### src/rtl/redir_pkg.sv
package redir_pkg;

  typedef enum logic [1:0] {
    PCS_SEQ    = 2'b00,
    PCS_BRANCH = 2'b01,
    PCS_TRAP   = 2'b10
  } pc_src_e;

  // Address of the instruction after the one at 'pc', wrapping at 2^AW.
  function automatic logic [31:0] follow_addr(input logic [31:0] pc,
                                              input logic [31:0] step);
    follow_addr = pc + step;
  endfunction

  // A control transfer in the memory stage is taken when it is a jump
  // or a branch whose condition holds.
  function automatic logic is_taken(input logic jump,
                                    input logic branch,
                                    input logic cond);
    is_taken = jump | (branch & cond);
  endfunction

endpackage

### src/rtl/redir_arbiter.sv
module redir_arbiter
  import redir_pkg::*;
#(
  parameter int          AW        = 32,
  parameter logic [31:0] TRAP_VEC  = 32'h4000_0040
) (
  input  logic          clk,
  input  logic          rst_n,
  input  logic          mem_branch,
  input  logic          mem_jump,
  input  logic          mem_cond,
  input  logic [AW-1:0] mem_target,
  input  logic          ex_ovf,
  output logic          br_taken,
  output logic          trap_acc,
  output pc_src_e       src,
  output logic [AW-1:0] redirect_addr
);

  // The memory stage holds the older instruction, so its event wins.
  always_comb begin
    br_taken = is_taken(mem_jump, mem_branch, mem_cond);
    trap_acc = ex_ovf & ~br_taken;
  end

  always_comb begin
    src           = PCS_SEQ;
    redirect_addr = '0;
    if (br_taken) begin
      src           = PCS_BRANCH;
      redirect_addr = mem_target;
    end else if (trap_acc) begin
      src           = PCS_TRAP;
      redirect_addr = TRAP_VEC[AW-1:0];
    end
  end


  one_source_chk: assert property (@(posedge clk) disable iff (!rst_n)
    $onehot0({br_taken, trap_acc}));


  trap_vector_chk: assert property (@(posedge clk) disable iff (!rst_n)
    (ex_ovf && !mem_jump && !(mem_branch && mem_cond)) |->
      (src == PCS_TRAP && redirect_addr == TRAP_VEC[AW-1:0]));


  seq_zero_chk: assert property (@(posedge clk) disable iff (!rst_n)
    (src == PCS_SEQ) |-> (redirect_addr == '0));

endmodule

### src/rtl/redir_flush_gen.sv
module redir_flush_gen #(
  parameter int NSTAGE = 3
) (
  input  logic              clk,
  input  logic              rst_n,
  input  logic              redirect,
  input  logic              hz_stall,
  output logic [NSTAGE-1:0] flush_vec,
  output logic              id_bubble,
  output logic              pc_we,
  output logic              ifid_we
);

  // Every stage younger than the resolving point is squashed.
  for (genvar g = 0; g < NSTAGE; g++) begin : g_flush
    assign flush_vec[g] = redirect;
  end

  // Decode squash shares the control-zeroing mux with the stall bubble.
  always_comb begin
    id_bubble = flush_vec[1] | hz_stall;
    pc_we     = redirect | ~hz_stall;
    ifid_we   = redirect | ~hz_stall;
  end


  stall_freeze_chk: assert property (@(posedge clk) disable iff (!rst_n)
    (hz_stall && !redirect) |-> (!pc_we && !ifid_we && id_bubble));


  redirect_moves_chk: assert property (@(posedge clk) disable iff (!rst_n)
    redirect |-> (pc_we && ifid_we));

endmodule

### src/rtl/redir_trap_reg.sv
module redir_trap_reg
  import redir_pkg::*;
#(
  parameter int          AW    = 32,
  parameter logic [31:0] ISTEP = 32'd4
) (
  input  logic          clk,
  input  logic          rst_n,
  input  logic          trap_acc,
  input  logic          br_taken,
  input  logic          ex_ovf,
  input  logic [AW-1:0] ex_pc,
  output logic [AW-1:0] trap_pc
);

  logic [AW-1:0] ret_addr;

  always_comb ret_addr = follow_addr(ex_pc, ISTEP);

  always_ff @(posedge clk) begin
    if (!rst_n)        trap_pc <= '0;
    else if (trap_acc) trap_pc <= ret_addr;
  end


  trap_capture_chk: assert property (@(posedge clk) disable iff (!rst_n)
    trap_acc |=> (trap_pc == $past(ex_pc) + ISTEP[AW-1:0]));


  branch_wins_chk: assert property (@(posedge clk) disable iff (!rst_n)
    (br_taken && ex_ovf) |=> $stable(trap_pc));

endmodule

### src/rtl/flush_redirect_ctrl.sv
module flush_redirect_ctrl
  import redir_pkg::*;
#(
  parameter int          AW       = 32,
  parameter logic [31:0] TRAP_VEC = 32'h4000_0040,
  parameter logic [31:0] ISTEP    = 32'd4
) (
  input  logic          clk,
  input  logic          rst_n,
  input  logic          hz_stall,
  input  logic          mem_branch,
  input  logic          mem_jump,
  input  logic          mem_cond,
  input  logic [AW-1:0] mem_target,
  input  logic          ex_ovf,
  input  logic [AW-1:0] ex_pc,
  output logic [1:0]    pc_sel,
  output logic [AW-1:0] pc_redirect,
  output logic          pc_we,
  output logic          ifid_we,
  output logic          if_flush,
  output logic          id_flush,
  output logic          ex_flush,
  output logic          id_bubble,
  output logic [AW-1:0] trap_pc
);

  localparam int NSTAGE = 3;

  // Named internal events, visible to the assertions.
  logic              br_taken;
  logic              trap_acc;
  logic              redirect;
  pc_src_e           src;
  logic [NSTAGE-1:0] flush_vec;

  redir_arbiter #(.AW(AW), .TRAP_VEC(TRAP_VEC)) arb_i (
    .clk          (clk),
    .rst_n        (rst_n),
    .mem_branch   (mem_branch),
    .mem_jump     (mem_jump),
    .mem_cond     (mem_cond),
    .mem_target   (mem_target),
    .ex_ovf       (ex_ovf),
    .br_taken     (br_taken),
    .trap_acc     (trap_acc),
    .src          (src),
    .redirect_addr(pc_redirect)
  );

  always_comb redirect = br_taken | trap_acc;

  redir_flush_gen #(.NSTAGE(NSTAGE)) flg_i (
    .clk      (clk),
    .rst_n    (rst_n),
    .redirect (redirect),
    .hz_stall (hz_stall),
    .flush_vec(flush_vec),
    .id_bubble(id_bubble),
    .pc_we    (pc_we),
    .ifid_we  (ifid_we)
  );

  redir_trap_reg #(.AW(AW), .ISTEP(ISTEP)) trp_i (
    .clk     (clk),
    .rst_n   (rst_n),
    .trap_acc(trap_acc),
    .br_taken(br_taken),
    .ex_ovf  (ex_ovf),
    .ex_pc   (ex_pc),
    .trap_pc (trap_pc)
  );

  always_comb begin
    pc_sel   = src;
    if_flush = flush_vec[0];
    id_flush = flush_vec[1];
    ex_flush = flush_vec[2];
  end


  taken_flush_chk: assert property (@(posedge clk) disable iff (!rst_n)
    (mem_jump || (mem_branch && mem_cond)) |->
      (pc_sel == 2'b01 && pc_redirect == mem_target &&
       if_flush && id_flush && ex_flush));


  not_taken_chk: assert property (@(posedge clk) disable iff (!rst_n)
    (mem_branch && !mem_cond && !mem_jump && !ex_ovf) |->
      (pc_sel == 2'b00 && !if_flush && !id_flush && !ex_flush));

endmodule

### config.mk
export PLATFORM = sky130hd
export DESIGN_NAME = flush_redirect_ctrl
export DESIGN_NICKNAME = d
export VERILOG_FILES = /design/src/rtl/redir_pkg.sv /design/src/rtl/redir_arbiter.sv /design/src/rtl/redir_flush_gen.sv /design/src/rtl/redir_trap_reg.sv /design/src/rtl/flush_redirect_ctrl.sv
export SDC_FILE = /design/constraint.sdc
export NUM_CORES = 1
export LEC_CHECK = 0
export BUFFER_PORTS_ARGS = -buffer_cell sky130_fd_sc_hd__buf_2
export CAP_MARGIN = 20
export CORE_ASPECT_RATIO = 1.75
export CORE_UTILIZATION = 40
export CTS_CLUSTER_SIZE = 25
export DETAILED_ROUTE_END_ITERATION = 7
export HOLD_SLACK_MARGIN = 0.05
export PLACE_DENSITY = 0.78
export SETUP_SLACK_MARGIN = 0.15
export SYNTH_ARGS = -nofsm -noshare
export SYNTH_HDL_FRONTEND = slang
export SYNTH_SLANG_ARGS = --single-unit
### constraint.sdc
create_clock -name clk -period 3.88 [get_ports clk]
set_clock_uncertainty 0.15 [all_clocks]
set_input_delay 1.164 -clock clk [delete_from_list [all_inputs] [get_ports clk]]
set_output_delay 1.164 -clock clk [all_outputs]
set_load 0.05 [all_outputs]
# == Word level (Yosys, flattened, before mapping) ==
# Cells that the tools add are included.
# word_totals
register_bits,32
in_bits,71
wordCells,14
output_inout_bits,72
# classes
add_sub_neg,1
bitwise,8
n_mux,4
# ops
cell,n
32-bit by 3-bit adder with 32-bit output (second input constant),1
32-bit 2-to-1 mux,1
31-bit 2-to-1 mux,1
2-bit 2-to-1 mux,2
1-bit bitwise OR,4
1-bit AND,2
1-bit NOT,2

# == Logic depth before layout (Yosys ltp) ==
# Gate-level depths: netlist of the first run.
# depth
ltp_word,6
depth_mapped,6
mapped_depth_nobuf,5

# == Hierarchy ==
# A second synthesis of the first run with hierarchy kept.
# hier_totals
hier_cells,257
hier_area_um2,2034.5
# modules_own_cells
mod,seq_area_each_um2,area_each_um2,cells_per_inst,instances
redir_trap_reg,640.6,1707.9,210,1
redir_arbiter,0.0,277.8,40,1
redir_flush_gen,0.0,42.5,6,1
flush_redirect_ctrl,0.0,6.3,1,1

# == Worst setup path after synthesis of the first run ==
# OpenSTA, ideal clock, no wires.
# synth_path
path_type,input to output
from,in mem_branch
to,out pc_we
arrival_ps,2526
path_slack_ps,40
path_stages,6
required_time_ps,2566
n_path_buf,2
cell_sequence,a21oi_1 inv_1 clkbuf_1 nor2_1 nand2_1 buf_4
# synth_between
elab_chain_cells,6
# synth_rtl
element,line,text
"start, declared",flush_redirect_ctrl.sv:11,"input logic mem_branch,"
1-bit AND (*),redir_pkg.sv:20,is_taken = jump | (branch & cond);
1-bit bitwise OR (*),redir_pkg.sv:20,
named net arb_i.br_taken,redir_arbiter.sv:14,"output logic br_taken,"
1-bit NOT,redir_arbiter.sv:23,trap_acc = ex_ovf & ~br_taken;
1-bit AND,redir_arbiter.sv:23,
1-bit bitwise OR (*),flush_redirect_ctrl.sv:51,always_comb redirect = br_taken | trap_acc;
1-bit bitwise OR (*),--,
"end, declared",flush_redirect_ctrl.sv:19,"output logic pc_we,"
# The timed path passes the listed nets; every way through them passes the cells marked *.

# == Worst setup path in the final report of the first run ==
# layout_path
from,in mem_branch
to,out pc_redirect[5]
# layout_between
elab_chain_cells,3
# layout_rtl
element,line,text
1-bit AND,redir_pkg.sv:20,
1-bit bitwise OR,redir_pkg.sv:20,
32-bit 2-to-1 mux,redir_arbiter.sv:29,if (br_taken) begin
"end, declared",flush_redirect_ctrl.sv:18,"output logic [AW-1:0] pc_redirect,"
# No other way between the ends.

==> results of run 1 <==
cell type report:
type,instances,area (sq um)
Clock buffer,7,96.3
Tap cell,52,65.1
Fill cell,477,1960
Inverter,8,30.0
Timing Repair Buffer,145,733
Sequential cell,32,641
Multi-Input combinational cell,203,1270
cell usage after synthesis (5+ instances only):
cell and n:
sky130_fd_sc_hd__xor2_1 7, sky130_fd_sc_hd__nand4_1 7, sky130_fd_sc_hd__and4_1 6, sky130_fd_sc_hd__nand3_1 13
sky130_fd_sc_hd__nand2_1 20, sky130_fd_sc_hd__buf_4 5, sky130_fd_sc_hd__a211oi_1 9, sky130_fd_sc_hd__nor3_1 5
sky130_fd_sc_hd__inv_1 8, sky130_fd_sc_hd__xnor2_1 5, sky130_fd_sc_hd__a31oi_1 10, sky130_fd_sc_hd__dfxtp_1 32
sky130_fd_sc_hd__o21ai_0 21, sky130_fd_sc_hd__and2_1 30, sky130_fd_sc_hd__and3_1 6, sky130_fd_sc_hd__a21oi_1 8
sky130_fd_sc_hd__o31ai_1 9, sky130_fd_sc_hd__or4_1 9, sky130_fd_sc_hd__clkbuf_1 8, sky130_fd_sc_hd__nor2_1 14
tightest hold or removal path: cells and delay by family, from the launching register on:
family          cells  cell delay (ps)
simple gates        1               50
flops               1              310
compound gates      1               50
routing by layer:
| layer | vias up | share of wire | global-route usage |
|---|---|---|---|
| met5 | - | 0 | 0 |
| met2 | 77 | 0.51 | 0.392 |
| li1 | 1230 | - | - |
| met1 | 1106 | 0.42 | 0.273 |
| met3 | 8 | 0.056 | 0.0497 |
| met4 | 0 | 0.019 | 0.0955 |
worst max path at each step:
stage | start | endpoint | slack [ps] | cells past startpoint
after detailed placement | mem_branch | pc_sel[1] | 300 | 6
after floorplan | mem_branch | id_flush | 130 | 6
after global placement | mem_branch | pc_redirect[5] | 330 | 6
after global routing | mem_branch | pc_redirect[8] | 190 | 6
final | mem_branch | pc_redirect[5] | 300 | 6
after CTS | mem_branch | pc_sel[1] | 300 | 6
report_power, final:
part           internal [mW]  switching (mW)
clock                  0.158           0.118
sequential             0.350         0.00974
combinational         0.0942           0.260
total                  0.601           0.388
logic make-up after synthesis:
| kind of cell | synth area share |
|---|---|
| xor+xnor | 0.0519 |
| buf+inv | 0.0593 |
| fa+ha+maj | 0.00617 |
| flops | 0.316 |
| compound gates | 0.196 |
| simple gates | 0.370 |
through the flow:
stage	hold slack, ps	utilization
after floorplan	525	-
after global placement	292	0.572
after detailed placement	299	0.572
after CTS	308	0.592
after global routing	333	0.592
final	306	0.592
==> out/qor.txt, run 1 <==
WORST HOLD PATH
----------------------------------------------------------------------------------------
Worst hold path class .....................................................   reg -> reg
Min-Delay Startpoint ...................................................... trp_i.trap_pc[1]
Number of cells on the worst hold path ....................................            2
Worst hold path endpoint .................................................. trp_i.trap_pc[1]

CRITICAL PATH
----------------------------------------------------------------------------------------
Worst-path maximum fanout .................................................           23
Crit-path leading delay family ............................................ buffers and inverters
CP max-delay cell ......................................................... sky130_fd_sc_hd__buf_4
Crit path required time ...................................................      2570 ps
Crit Path Category ........................................................    in -> out
Slowest Stage Delay on Critical Path ......................................       240 ps
Ordered cell list for the critical path ................................... buf_2, a21oi_1, inv_1, buf_4, and2_1, buf_2
Startpoint of the most critical register-to-register path ................. trp_i.trap_pc[17]
Flop-to-flop setup slack ..................................................      3010 ps
Total buffers and inverters traversed by the critical path ................            4
Worst reg2reg endpoint .................................................... trp_i.trap_pc[17]
Arrival time worst endpoint ...............................................      2270 ps
Endpoint class of the critical path ....................................... primary output
Most repeated library cell on the critical path ........................... sky130_fd_sc_hd__buf_2
CP startpoint kind ........................................................   input port
Worst Reg2Reg Path Length in Cells ........................................            2

PLACED DESIGN
----------------------------------------------------------------------------------------
Number of instances in the placed design ..................................          440
Placed Area ...............................................................   2740 sq um
Last weighted congestion value of the routability-driven placer ...........        0.825
Worst Setup Slack post-DPL ................................................       303 ps
Detailed placer's ending HPWL .............................................      5.02 mm
Number of I/O port buffers ................................................          142

CLOCK TREE
----------------------------------------------------------------------------------------
Clock latency at the later pin of the worst-skew pair .....................       280 ps
Post-cts gate resize count ................................................            0
CTS H-tree depth ..........................................................            2
Count of hold-fix buffers inserted at cts .................................            0
CTS buffer count ..........................................................            5
Max Root-Sink Buffers .....................................................            2
Clock slew seen by the registers of the worst setup and hold paths ........        60 ps
Clock net sink count ......................................................           32
Clock root buffer ......................................................... sky130_fd_sc_hd__clkbuf_8
Buffer count from post-CTS setup fixing ...................................            0
CTS tree ..................................................................         done

LOGIC SYNTHESIS
----------------------------------------------------------------------------------------
Register area share after synthesis .......................................        0.316
Warnings, synthesis .......................................................            0
Area share of the largest cell type after synthesis .......................        0.316
Post-synth cell types .....................................................           34
Cell types occupying the most area after synthesis ........................ sky130_fd_sc_hd__dfxtp_1, sky130_fd_sc_hd__and2_1, sky130_fd_sc_hd__o21ai_0
Average size of a mapped cell .............................................   7.77 sq um
Async S/R FF share, synth .................................................            0
Number of enable-type register cells in the synthesized netlist ...........            0
Most used flip-flop cell after synthesis .................................. sky130_fd_sc_hd__dfxtp_1
Number of storage elements in the synthesis netlist .......................           32
Instance count of the mapped netlist ......................................          261
Netlist Area Pre-Place ....................................................   2030 sq um
Area leader, netlist ...................................................... sky130_fd_sc_hd__dfxtp_1
Mapped Nets ...............................................................          333

FINISH
----------------------------------------------------------------------------------------
Commonest non-fill, non-tap cell in the layout ............................ sky130_fd_sc_hd__buf_2
Top Registers ............................................................. trp_i.trap_pc: 32 flops
Register ranked first by flip-flop count .................................. trp_i.trap_pc
Layout Nets ...............................................................          467
Fraction of layout instances using a drive strength above 1 ...............        0.408
Largest register FFs ......................................................           32
Growth of design area from synthesis to finish ............................        39.8%
Final design instance area without fill ...................................   2830 sq um
# diodes ..................................................................            0
Top library cells by usage in the layout, fill and taps aside ............. sky130_fd_sc_hd__buf_2, sky130_fd_sc_hd__dfxtp_1, sky130_fd_sc_hd__and2_1
Layout Cells excl Fill ....................................................          447

TIMING
----------------------------------------------------------------------------------------
# setup viols final .......................................................            0
Final TNS setup ...........................................................         0 ps
Final max-slew violation count ............................................            0
Slew at the pin closest to its max-slew limit .............................       520 ps
Portion of the clock cycle consumed by the worst path in the final layout .        0.923
Post-layout min period ....................................................      3580 ps
Final-report hold violation count .........................................            0
Crit path setup slack, layout .............................................       299 ps
Worst-case headroom to the max-slew limit .................................        0.653
Maximum clock frequency ...................................................    0.279 GHz
Unrepaired setup endpoints after global routing ...........................        false

ROUTING
----------------------------------------------------------------------------------------
Drc violations ............................................................            0
Drt first pass iters ......................................................            4
Number of DRC markers after the initial detailed-route iteration ..........           88
Number of vias after detailed routing .....................................        2,421
WL per Instance ...........................................................      14.4 um
DRT Wirelength ............................................................      6.42 mm
Via-to-Cell Ratio .........................................................         5.42
Number of nets with antenna violations after routing ......................            0

DIE
----------------------------------------------------------------------------------------
IO Count ..................................................................          143
Starting Density ..........................................................        0.423
Floorplan row count .......................................................           33
Die ar. ...................................................................   5370 sq um
Die Height ................................................................      96.2 um
Core ar. ..................................................................   4790 sq um
X dimension of the die ....................................................      55.8 um

POWER AND IR DROP
----------------------------------------------------------------------------------------
Worst vdd rail ir drop ....................................................       318 uV
Total power density per cell area .........................................  349 nW/um^2
Static leakage ............................................................      1.35 nW
Sum of internal, switching and leakage power ..............................     0.990 mW

GLOBAL ROUTE
----------------------------------------------------------------------------------------
Pin count of the biggest net entering global routing ......................           60
Overall track demand over capacity in global routing ......................        0.227
Number of antenna violations at the first check in global routing .........            0
First-pass GRT wire length ................................................      9.70 mm
Vias in the first global route ............................................        2,143
GRT Residual Overflow .....................................................            0

RUN STATUS
----------------------------------------------------------------------------------------
Outcome ................................................................... finished, final reports clean

RUN
----------------------------------------------------------------------------------------
Number of maximum-capacitance constraint violations .......................            0

Power figures use the tool's default switching activity.
==> run 2, diff against run 1 <==
GPL_TIMING_DRIVEN = 0   (was default)
SYNTH_HIERARCHICAL = 1   (was default)
==> run 2 against run 1 <==
  * Routed wire length fell by 4.6%
  * Maximum frequency fell by 1.7%
  * Clock power fell by 18%
  * Global-route usage fell by 0.17 points
  * Critical path depth rose by 2
  * Sequential share of layout area fell by 0.54 points
  * Synthesized cell count fell by 1.5%
  * Core utilization fell by 0.35 points
  * Sequential power barely moved
  * Critical path type unchanged
  * Critical endpoint is now pc_we
==> out/qor.txt, run 2 <==
FINISH
----------------------------------------------------------------------------------------
Largest register FFs ......................................................           32   unchanged
Fraction of layout instances using a drive strength above 1 ...............        0.420   was 0.408
# diodes ..................................................................            0   unchanged
Final design instance area without fill ...................................   2900 sq um   was 2830 sq um
Top library cells by usage in the layout, fill and taps aside ............. sky130_fd_sc_hd__buf_2, sky130_fd_sc_hd__dfxtp_1, sky130_fd_sc_hd__nor2b_1   was sky130_fd_sc_hd__buf_2, sky130_fd_sc_hd__dfxtp_1, sky130_fd_sc_hd__and2_1
Growth of design area from synthesis to finish ............................        42.7%   was 39.8%
Register ranked first by flip-flop count .................................. trp_i/trap_pc   was trp_i.trap_pc
Layout Nets ...............................................................          479   was 467
Top Registers ............................................................. trp_i/trap_pc: 32 flops   was trp_i.trap_pc: 32 flops
Commonest non-fill, non-tap cell in the layout ............................ sky130_fd_sc_hd__buf_2   unchanged
Final core utilization ....................................................        0.588   was 0.592
Layout Cells excl Fill ....................................................          459   was 447

LOGIC SYNTHESIS
----------------------------------------------------------------------------------------
Mapped Nets ...............................................................          329   was 333
Dominant combinational cell family by area after synthesis ................ simple AND/OR/NAND/NOR gates   unchanged
Register area share after synthesis .......................................        0.315   was 0.316
Most instantiated cells after synthesis ................................... sky130_fd_sc_hd__dfxtp_1, sky130_fd_sc_hd__nor2b_1, sky130_fd_sc_hd__o21ai_0   was sky130_fd_sc_hd__dfxtp_1, sky130_fd_sc_hd__and2_1, sky130_fd_sc_hd__o21ai_0
Number of enable-type register cells in the synthesized netlist ...........            0   unchanged
Netlist Area Pre-Place ....................................................   2030 sq um   about the same
Async S/R FF share, synth .................................................            0   unchanged
Compound-cell area share of the yosys netlist .............................        0.189   was 0.196
Most frequent cell after synthesis ........................................ sky130_fd_sc_hd__dfxtp_1   unchanged
Adder-cell area share of the yosys netlist ................................      0.00615   was 0.00617
Post-synthesis mux area share .............................................       0.0314   was 0
Post-synthesis share of cell area spent on and, or, nand and nor gates ....        0.328   was 0.370
Number of storage elements in the synthesis netlist .......................           32   unchanged
Area leader, netlist ...................................................... sky130_fd_sc_hd__dfxtp_1   unchanged
Cell types occupying the most area after synthesis ........................ sky130_fd_sc_hd__dfxtp_1, sky130_fd_sc_hd__nor2b_1, sky130_fd_sc_hd__o21ai_0   was sky130_fd_sc_hd__dfxtp_1, sky130_fd_sc_hd__and2_1, sky130_fd_sc_hd__o21ai_0
Instance count of the mapped netlist ......................................          257   was 261
Average size of a mapped cell .............................................   7.92 sq um   was 7.77 sq um
Most used flip-flop cell after synthesis .................................. sky130_fd_sc_hd__dfxtp_1   unchanged
Synth Area in XOR/XNOR ....................................................       0.0560   was 0.0519
Post-synth cell types .....................................................           36   was 34
Warnings, synthesis .......................................................            6   was 0
Area share of the largest cell type after synthesis .......................        0.315   was 0.316

DIE
----------------------------------------------------------------------------------------
Core ar. ..................................................................   4930 sq um   was 4790 sq um
Die ar. ...................................................................   5390 sq um   was 5370 sq um
Die Height ................................................................      96.3 um   was 96.2 um
Starting Density ..........................................................        0.412   was 0.423
IO Count ..................................................................          143   unchanged
X dimension of the die ....................................................      55.9 um   was 55.8 um
Floorplan row count .......................................................           34   was 33

CRITICAL PATH
----------------------------------------------------------------------------------------
Crit path required time ...................................................      2570 ps   about the same
CP max-delay cell ......................................................... sky130_fd_sc_hd__or2_4   was sky130_fd_sc_hd__buf_4
Crit Path Category ........................................................    in -> out   unchanged
Worst-path maximum fanout .................................................           10   was 23
Endpoint class of the critical path ....................................... primary output   unchanged
Ordered cell list for the critical path ................................... buf_2, a21oi_4, buf_6, inv_1, or2_4, nand2b_2, buf_4, buf_6   was buf_2, a21oi_1, inv_1, buf_4, and2_1, buf_2
Most repeated library cell on the critical path ........................... sky130_fd_sc_hd__buf_6   was sky130_fd_sc_hd__buf_2
Arrival time worst endpoint ...............................................      2330 ps   was 2270 ps
CP startpoint kind ........................................................   input port   unchanged
Slowest Stage Delay on Critical Path ......................................       240 ps   about the same

ROUTING
----------------------------------------------------------------------------------------
Drt first pass iters ......................................................            4   unchanged
WL per Instance ...........................................................      13.3 um   was 14.4 um
DRT Wirelength ............................................................      6.13 mm   was 6.42 mm
Via-to-Cell Ratio .........................................................         5.36   was 5.42
Number of nets with antenna violations after routing ......................            0   unchanged
Number of vias after detailed routing .....................................        2,460   was 2,421
Number of DRC markers after the initial detailed-route iteration ..........           47   was 88
Drc violations ............................................................            0   unchanged

POWER AND IR DROP
----------------------------------------------------------------------------------------
Total power density per cell area .........................................  329 nW/um^2   was 349 nW/um^2
Sum of internal, switching and leakage power ..............................     0.955 mW   was 0.990 mW
Static leakage ............................................................      1.31 nW   was 1.35 nW
Worst vdd rail ir drop ....................................................       258 uV   was 318 uV

TIMING
----------------------------------------------------------------------------------------
Final-report hold violation count .........................................            0   unchanged
Maximum clock frequency ...................................................    0.275 GHz   was 0.279 GHz
Final TNS setup ...........................................................         0 ps   unchanged
Unrepaired setup endpoints after global routing ...........................        false   unchanged
Post-layout min period ....................................................      3640 ps   was 3580 ps
Worst-case headroom to the max-slew limit .................................        0.645   was 0.653
Slew at the pin closest to its max-slew limit .............................       532 ps   was 520 ps
Portion of the clock cycle consumed by the worst path in the final layout .        0.939   was 0.923
Worst hold slack ..........................................................       319 ps   was 306 ps
# setup viols final .......................................................            0   unchanged
Final max-slew violation count ............................................            0   unchanged
Crit path setup slack, layout .............................................       238 ps   was 299 ps

GLOBAL ROUTE
----------------------------------------------------------------------------------------
GRT Residual Overflow .....................................................            0   unchanged
Pin count of the biggest net entering global routing ......................           11   was 60
Overall track demand over capacity in global routing ......................        0.226   was 0.227
Number of antenna violations at the first check in global routing .........            0   unchanged
First-pass GRT wire length ................................................      9.47 mm   was 9.70 mm
Vias in the first global route ............................................        2,237   was 2,143

CLOCK TREE
----------------------------------------------------------------------------------------
Count of hold-fix buffers inserted at cts .................................            0   unchanged
Clock latency at the later pin of the worst-skew pair .....................       280 ps   about the same
CTS tree ..................................................................         done   unchanged
CTS buffer count ..........................................................            5   unchanged
Max Root-Sink Buffers .....................................................            2   unchanged
Clock net sink count ......................................................           32   unchanged
CTS H-tree depth ..........................................................            2   unchanged
Clock slew seen by the registers of the worst setup and hold paths ........        60 ps   about the same
Clock root buffer ......................................................... sky130_fd_sc_hd__clkbuf_8   unchanged

PLACED DESIGN
----------------------------------------------------------------------------------------
Placed Area ...............................................................   2820 sq um   was 2740 sq um
Number of I/O port buffers ................................................          142   unchanged
Detailed placer's ending HPWL .............................................      5.09 mm   was 5.02 mm
Number of instances in the placed design ..................................          453   was 440
Worst Setup Slack post-DPL ................................................      15.5 ps   was 303 ps
Last weighted congestion value of the routability-driven placer ...........        0.928   was 0.825

WORST HOLD PATH
----------------------------------------------------------------------------------------
Worst hold path class .....................................................   reg -> reg   unchanged

RUN
----------------------------------------------------------------------------------------
Number of maximum-capacitance constraint violations .......................            0   unchanged

RUN STATUS
----------------------------------------------------------------------------------------
Outcome ................................................................... finished, final reports clean   unchanged

-- run 2: final timing paths --
kind,slack (ps),cells past startpoint,start,end
max,240,8,mem_cond,pc_we
min,320,2,trp_i/trap_pc[18],trp_i/trap_pc[18]
max reg2reg,2990,2,trp_i/trap_pc[9],trp_i/trap_pc[9]
min reg2reg,320,2,trp_i/trap_pc[18],trp_i/trap_pc[18]
-- run 2: where the power goes --
group | internal [mW] | switching (mW) | total, mW
logic | 0.105 | 0.266 | 0.371
registers | 0.349 | 0.00916 | 0.359
clock network | 0.115 | 0.110 | 0.225
total | 0.570 | 0.385 | 0.955
-- run 2: cell families after synthesis --
logic type	Yosys count
and+or+nand+nor	114
AOI/OAI and AO/OA	63
DFF	32
buffers and inverters	28
xor gates and xnor gates	13
muxes	6
adders and majority gates	1
-- run 2: layout make-up --
cell class	count	area (sq um)
fill	462	2030
timing repair buffer	143	724
multi-input combinational	197	1250
buffer	23	134
sequential	32	641
inverter	5	18.8
tap	54	67.6
clock buffer	5	68.8
-- run 2: timing repair --
item | in CTS | in global routing
hold endpoints to repair | 0 | 0
setup endpoints to repair | 6 | 1
gates resized for setup | 2 | 2
pin swaps | 1 | 0
buffers inserted | 1 | 0
-- run 2: worst max-delay path, delay by kind of cell --
kind / cells / cell delay, ps
simple gates: 2 / 420
buf+inv: 5 / 590
compound gates: 1 / 150
-- run 2: metal layers --
metal  routed length [um]  global-route usage  up-vias
met2                 3510               0.492      127
met3                  563              0.0565       14
met5                    0                   0        -
met4                  172               0.110        0
met1                 1880               0.177     1095
li1                     -                   -     1224
==> run 3, diff against run 2 <==
HOLD_SLACK_MARGIN = 0.06   (was 0.05)
PLACE_DENSITY = 0.75   (was 0.78)
SYNTH_HIERARCHICAL = default   (was 1)
==> run 3 against run 2 <==
  * Power increased by 9.3%
  * Worst hold slack lost 17 ps
  * Count of clock-buffer cells in the layout up 1
  * Flip-flop and latch count is the same
  * Design area is 1.6% higher
  * Register-to-register slack better by 30 ps
  * First-iteration DRC count is 43% higher
  * Core utilization rose by 2.7 points
  * Critical path type unchanged
  * Highest routed layer unchanged
  * Combinational power about the same
  * Largest power group unchanged
==> out/qor.txt, run 3 (synthesized netlist as in run 1, its figures left out) <==
ROUTING
----------------------------------------------------------------------------------------
Number of DRC markers after the initial detailed-route iteration ..........           67   was 47
Topmost layer with routed signal wires ....................................         met4   unchanged
DRT Wirelength ............................................................      6.74 mm   was 6.13 mm
Via-to-Cell Ratio .........................................................         5.40   was 5.36
Routed wl met2 ............................................................      3.34 mm   was 3.51 mm
Number of nets with antenna violations after routing ......................            0   unchanged
Met1 wire length ..........................................................      2.83 mm   was 1.88 mm
Drc violations ............................................................            0   unchanged
Met3 wire length ..........................................................       478 um   was 563 um
Drt first pass iters ......................................................            4   unchanged
Number of vias after detailed routing .....................................        2,498   was 2,460
WL per Instance ...........................................................      14.5 um   was 13.3 um

CRITICAL PATH
----------------------------------------------------------------------------------------
Worst reg2reg endpoint .................................................... trp_i.trap_pc[17]   was trp_i/trap_pc[9]
Crit Path Category ........................................................    in -> out   unchanged
CP max-delay cell ......................................................... sky130_fd_sc_hd__a21oi_4   was sky130_fd_sc_hd__or2_4
Startpoint of the most critical register-to-register path ................. trp_i.trap_pc[17]   was trp_i/trap_pc[9]
Worst path depth ..........................................................            8   unchanged
Crit-path leading delay family ............................................ buffers and inverters   unchanged
Most repeated library cell on the critical path ........................... sky130_fd_sc_hd__buf_4   was sky130_fd_sc_hd__buf_6
CP startpoint kind ........................................................   input port   unchanged
Worst Reg2Reg Path Length in Cells ........................................            2   unchanged
Arrival time worst endpoint ...............................................      2350 ps   was 2330 ps
Slowest Stage Delay on Critical Path ......................................       210 ps   was 240 ps
Endpoint class of the critical path ....................................... primary output   unchanged
Worst Setup SP ............................................................     mem_cond   unchanged
Flop-to-flop setup slack ..................................................      3020 ps   was 2990 ps
Crit path required time ...................................................      2570 ps   about the same
Total buffers and inverters traversed by the critical path ................            6   was 5
Worst-path maximum fanout .................................................           10   unchanged
Ordered cell list for the critical path ................................... buf_2, a21oi_4, nand2_4, inv_2, buf_4, buf_6, buf_4, buf_4   was buf_2, a21oi_4, buf_6, inv_1, or2_4, nand2b_2, buf_4, buf_6

FINISH
----------------------------------------------------------------------------------------
Top Registers ............................................................. trp_i.trap_pc: 32 flops   was trp_i/trap_pc: 32 flops
Growth of design area from synthesis to finish ............................        45.5%   was 42.7%
Flip-flop and latch area ..................................................    641 sq um   unchanged
Layout Nets ...............................................................          482   was 479
Commonest non-fill, non-tap cell in the layout ............................ sky130_fd_sc_hd__buf_2   unchanged
Multi-input gate area in the final layout .................................   1290 sq um   was 1250 sq um
# diodes ..................................................................            0   unchanged
Largest register FFs ......................................................           32   unchanged
Register ranked first by flip-flop count .................................. trp_i.trap_pc   was trp_i/trap_pc
Fraction of layout instances using a drive strength above 1 ...............        0.418   was 0.420
Layout Cells excl Fill ....................................................          463   was 459
Count of filler cells inserted in the layout ..............................          446   was 462
Top library cells by usage in the layout, fill and taps aside ............. sky130_fd_sc_hd__buf_2, sky130_fd_sc_hd__dfxtp_1, sky130_fd_sc_hd__and2_1   was sky130_fd_sc_hd__buf_2, sky130_fd_sc_hd__dfxtp_1, sky130_fd_sc_hd__nor2b_1

POWER AND IR DROP
----------------------------------------------------------------------------------------
Static leakage ............................................................      1.40 nW   was 1.31 nW
Worst vdd rail ir drop ....................................................       331 uV   was 258 uV
Total power density per cell area .........................................  354 nW/um^2   was 329 nW/um^2

DIE
----------------------------------------------------------------------------------------
Floorplan row count .......................................................           33   was 34
X dimension of the die ....................................................      55.8 um   was 55.9 um
IO Count ..................................................................          143   unchanged
Core ar. ..................................................................   4790 sq um   was 4930 sq um
Die Height ................................................................      96.2 um   was 96.3 um
Starting Density ..........................................................        0.423   was 0.412
Die ar. ...................................................................   5370 sq um   was 5390 sq um

WORST HOLD PATH
----------------------------------------------------------------------------------------
Worst hold path class .....................................................   reg -> reg   unchanged
Min-Delay Startpoint ...................................................... trp_i.trap_pc[0]   was trp_i/trap_pc[18]
Number of cells on the worst hold path ....................................            2   unchanged
Worst hold path endpoint .................................................. trp_i.trap_pc[0]   was trp_i/trap_pc[18]

CLOCK TREE
----------------------------------------------------------------------------------------
Clock root buffer ......................................................... sky130_fd_sc_hd__clkbuf_8   unchanged
Count of hold-fix buffers inserted at cts .................................            0   unchanged
Clock latency at the later pin of the worst-skew pair .....................       290 ps   was 280 ps
Clock slew seen by the registers of the worst setup and hold paths ........        70 ps   was 60 ps
CTS H-tree depth ..........................................................            2   unchanged
CTS buffer count ..........................................................            5   unchanged
CTS tree ..................................................................         done   unchanged
Clock net sink count ......................................................           32   unchanged
Max Root-Sink Buffers .....................................................            2   unchanged

GLOBAL ROUTE
----------------------------------------------------------------------------------------
Vias in the first global route ............................................        2,088   was 2,237
Pin count of the biggest net entering global routing ......................           11   unchanged
Overall track demand over capacity in global routing ......................        0.233   was 0.226
GRT Residual Overflow .....................................................            0   unchanged
Number of antenna violations at the first check in global routing .........            0   unchanged
First-pass GRT wire length ................................................      9.78 mm   was 9.47 mm

PLACED DESIGN
----------------------------------------------------------------------------------------
Number of I/O port buffers ................................................          141   was 142
Last weighted congestion value of the routability-driven placer ...........        0.793   was 0.928
Detailed placer's ending HPWL .............................................      5.31 mm   was 5.09 mm
Number of instances in the placed design ..................................          454   was 453

TIMING
----------------------------------------------------------------------------------------
Maximum clock frequency ...................................................    0.273 GHz   was 0.275 GHz
Portion of the clock cycle consumed by the worst path in the final layout .        0.945   was 0.939
Final max-slew violation count ............................................            0   unchanged
Final TNS setup ...........................................................         0 ps   unchanged
# setup viols final .......................................................            0   unchanged
Slew at the pin closest to its max-slew limit .............................       465 ps   was 532 ps
Final-report hold violation count .........................................            0   unchanged
Post-layout min period ....................................................      3670 ps   was 3640 ps
Unrepaired setup endpoints after global routing ...........................        false   unchanged
Worst-case headroom to the max-slew limit .................................        0.690   was 0.645
Worst hold slack ..........................................................       303 ps   was 319 ps

RUN
----------------------------------------------------------------------------------------
Number of maximum-capacitance constraint violations .......................            0   unchanged

RUN STATUS
----------------------------------------------------------------------------------------
Outcome ................................................................... finished, final reports clean   unchanged

-- run 3: cell types whose count changed in the layout (fill, tap and decap cells not counted), moves of 4 or more --
| cell | previous run | this run |
|---|---|---|
| sky130_fd_sc_hd__and3_1 | 2 | 6 |
| sky130_fd_sc_hd__nor2b_1 | 30 | 0 |
| sky130_fd_sc_hd__and2_1 | 0 | 30 |
| sky130_fd_sc_hd__nand3_1 | 8 | 13 |
| sky130_fd_sc_hd__o21ai_0 | 25 | 21 |
-- run 3: through the flow --
stage	setup WS (ps)	util	power (mW)	area, sq um
finish	212	0.616	1.04	2950
global route	151	0.616	1.08	2950
CTS	131	0.613	1.04	2940
detailed placement	-499	0.585	0.727	2800
global placement	-479	0.585	0.725	2800
floorplan	131	-	0.615	2030
-- run 3: worst reg2reg max path, stage by stage, from the launching register on --
cell                       delay [ps]
sky130_fd_sc_hd__dfxtp_1          360
sky130_fd_sc_hd__nor2_1            60
sky130_fd_sc_hd__a311oi_1         220
-- run 3: layout make-up --
class | instances | share of cell area
sequential | 32 | 0.217
clock buffer | 6 | 0.0246
timing repair buffer | 142 | 0.243
multi-input combinational | 203 | 0.437
clock inverter | 2 | 0.0119
tap | 52 | 0.0221
buffer | 18 | 0.0339
inverter | 8 | 0.0102
-- run 3: worst max-delay path by stage --
stage,end
after floorplan,id_flush
after global placement,pc_sel[1]
after detailed placement,pc_sel[1]
after CTS,pc_sel[1]
after global routing,pc_sel[1]
final,pc_sel[1]
-- run 3: repair_timing --
item                       CTS  global route
pin swaps                    0             1
buffers inserted             0             1
setup endpoints to repair   36             4
gates resized for setup     10             2
-- run 3: power breakdown --
| part | internal, mW | switching, mW | total (mW) |
|---|---|---|---|
| registers | 0.349 | 0.00945 | 0.359 |
| clock network | 0.190 | 0.126 | 0.317 |
| logic | 0.101 | 0.267 | 0.368 |
-- run 3: per-layer routing --
layer / GRT usage / up-vias
met2: 0.369 / 95
li1: - / 1268
met4: 0.0874 / 0
met5: 0 / -
met3: 0.0739 / 8
met1: 0.296 / 1127
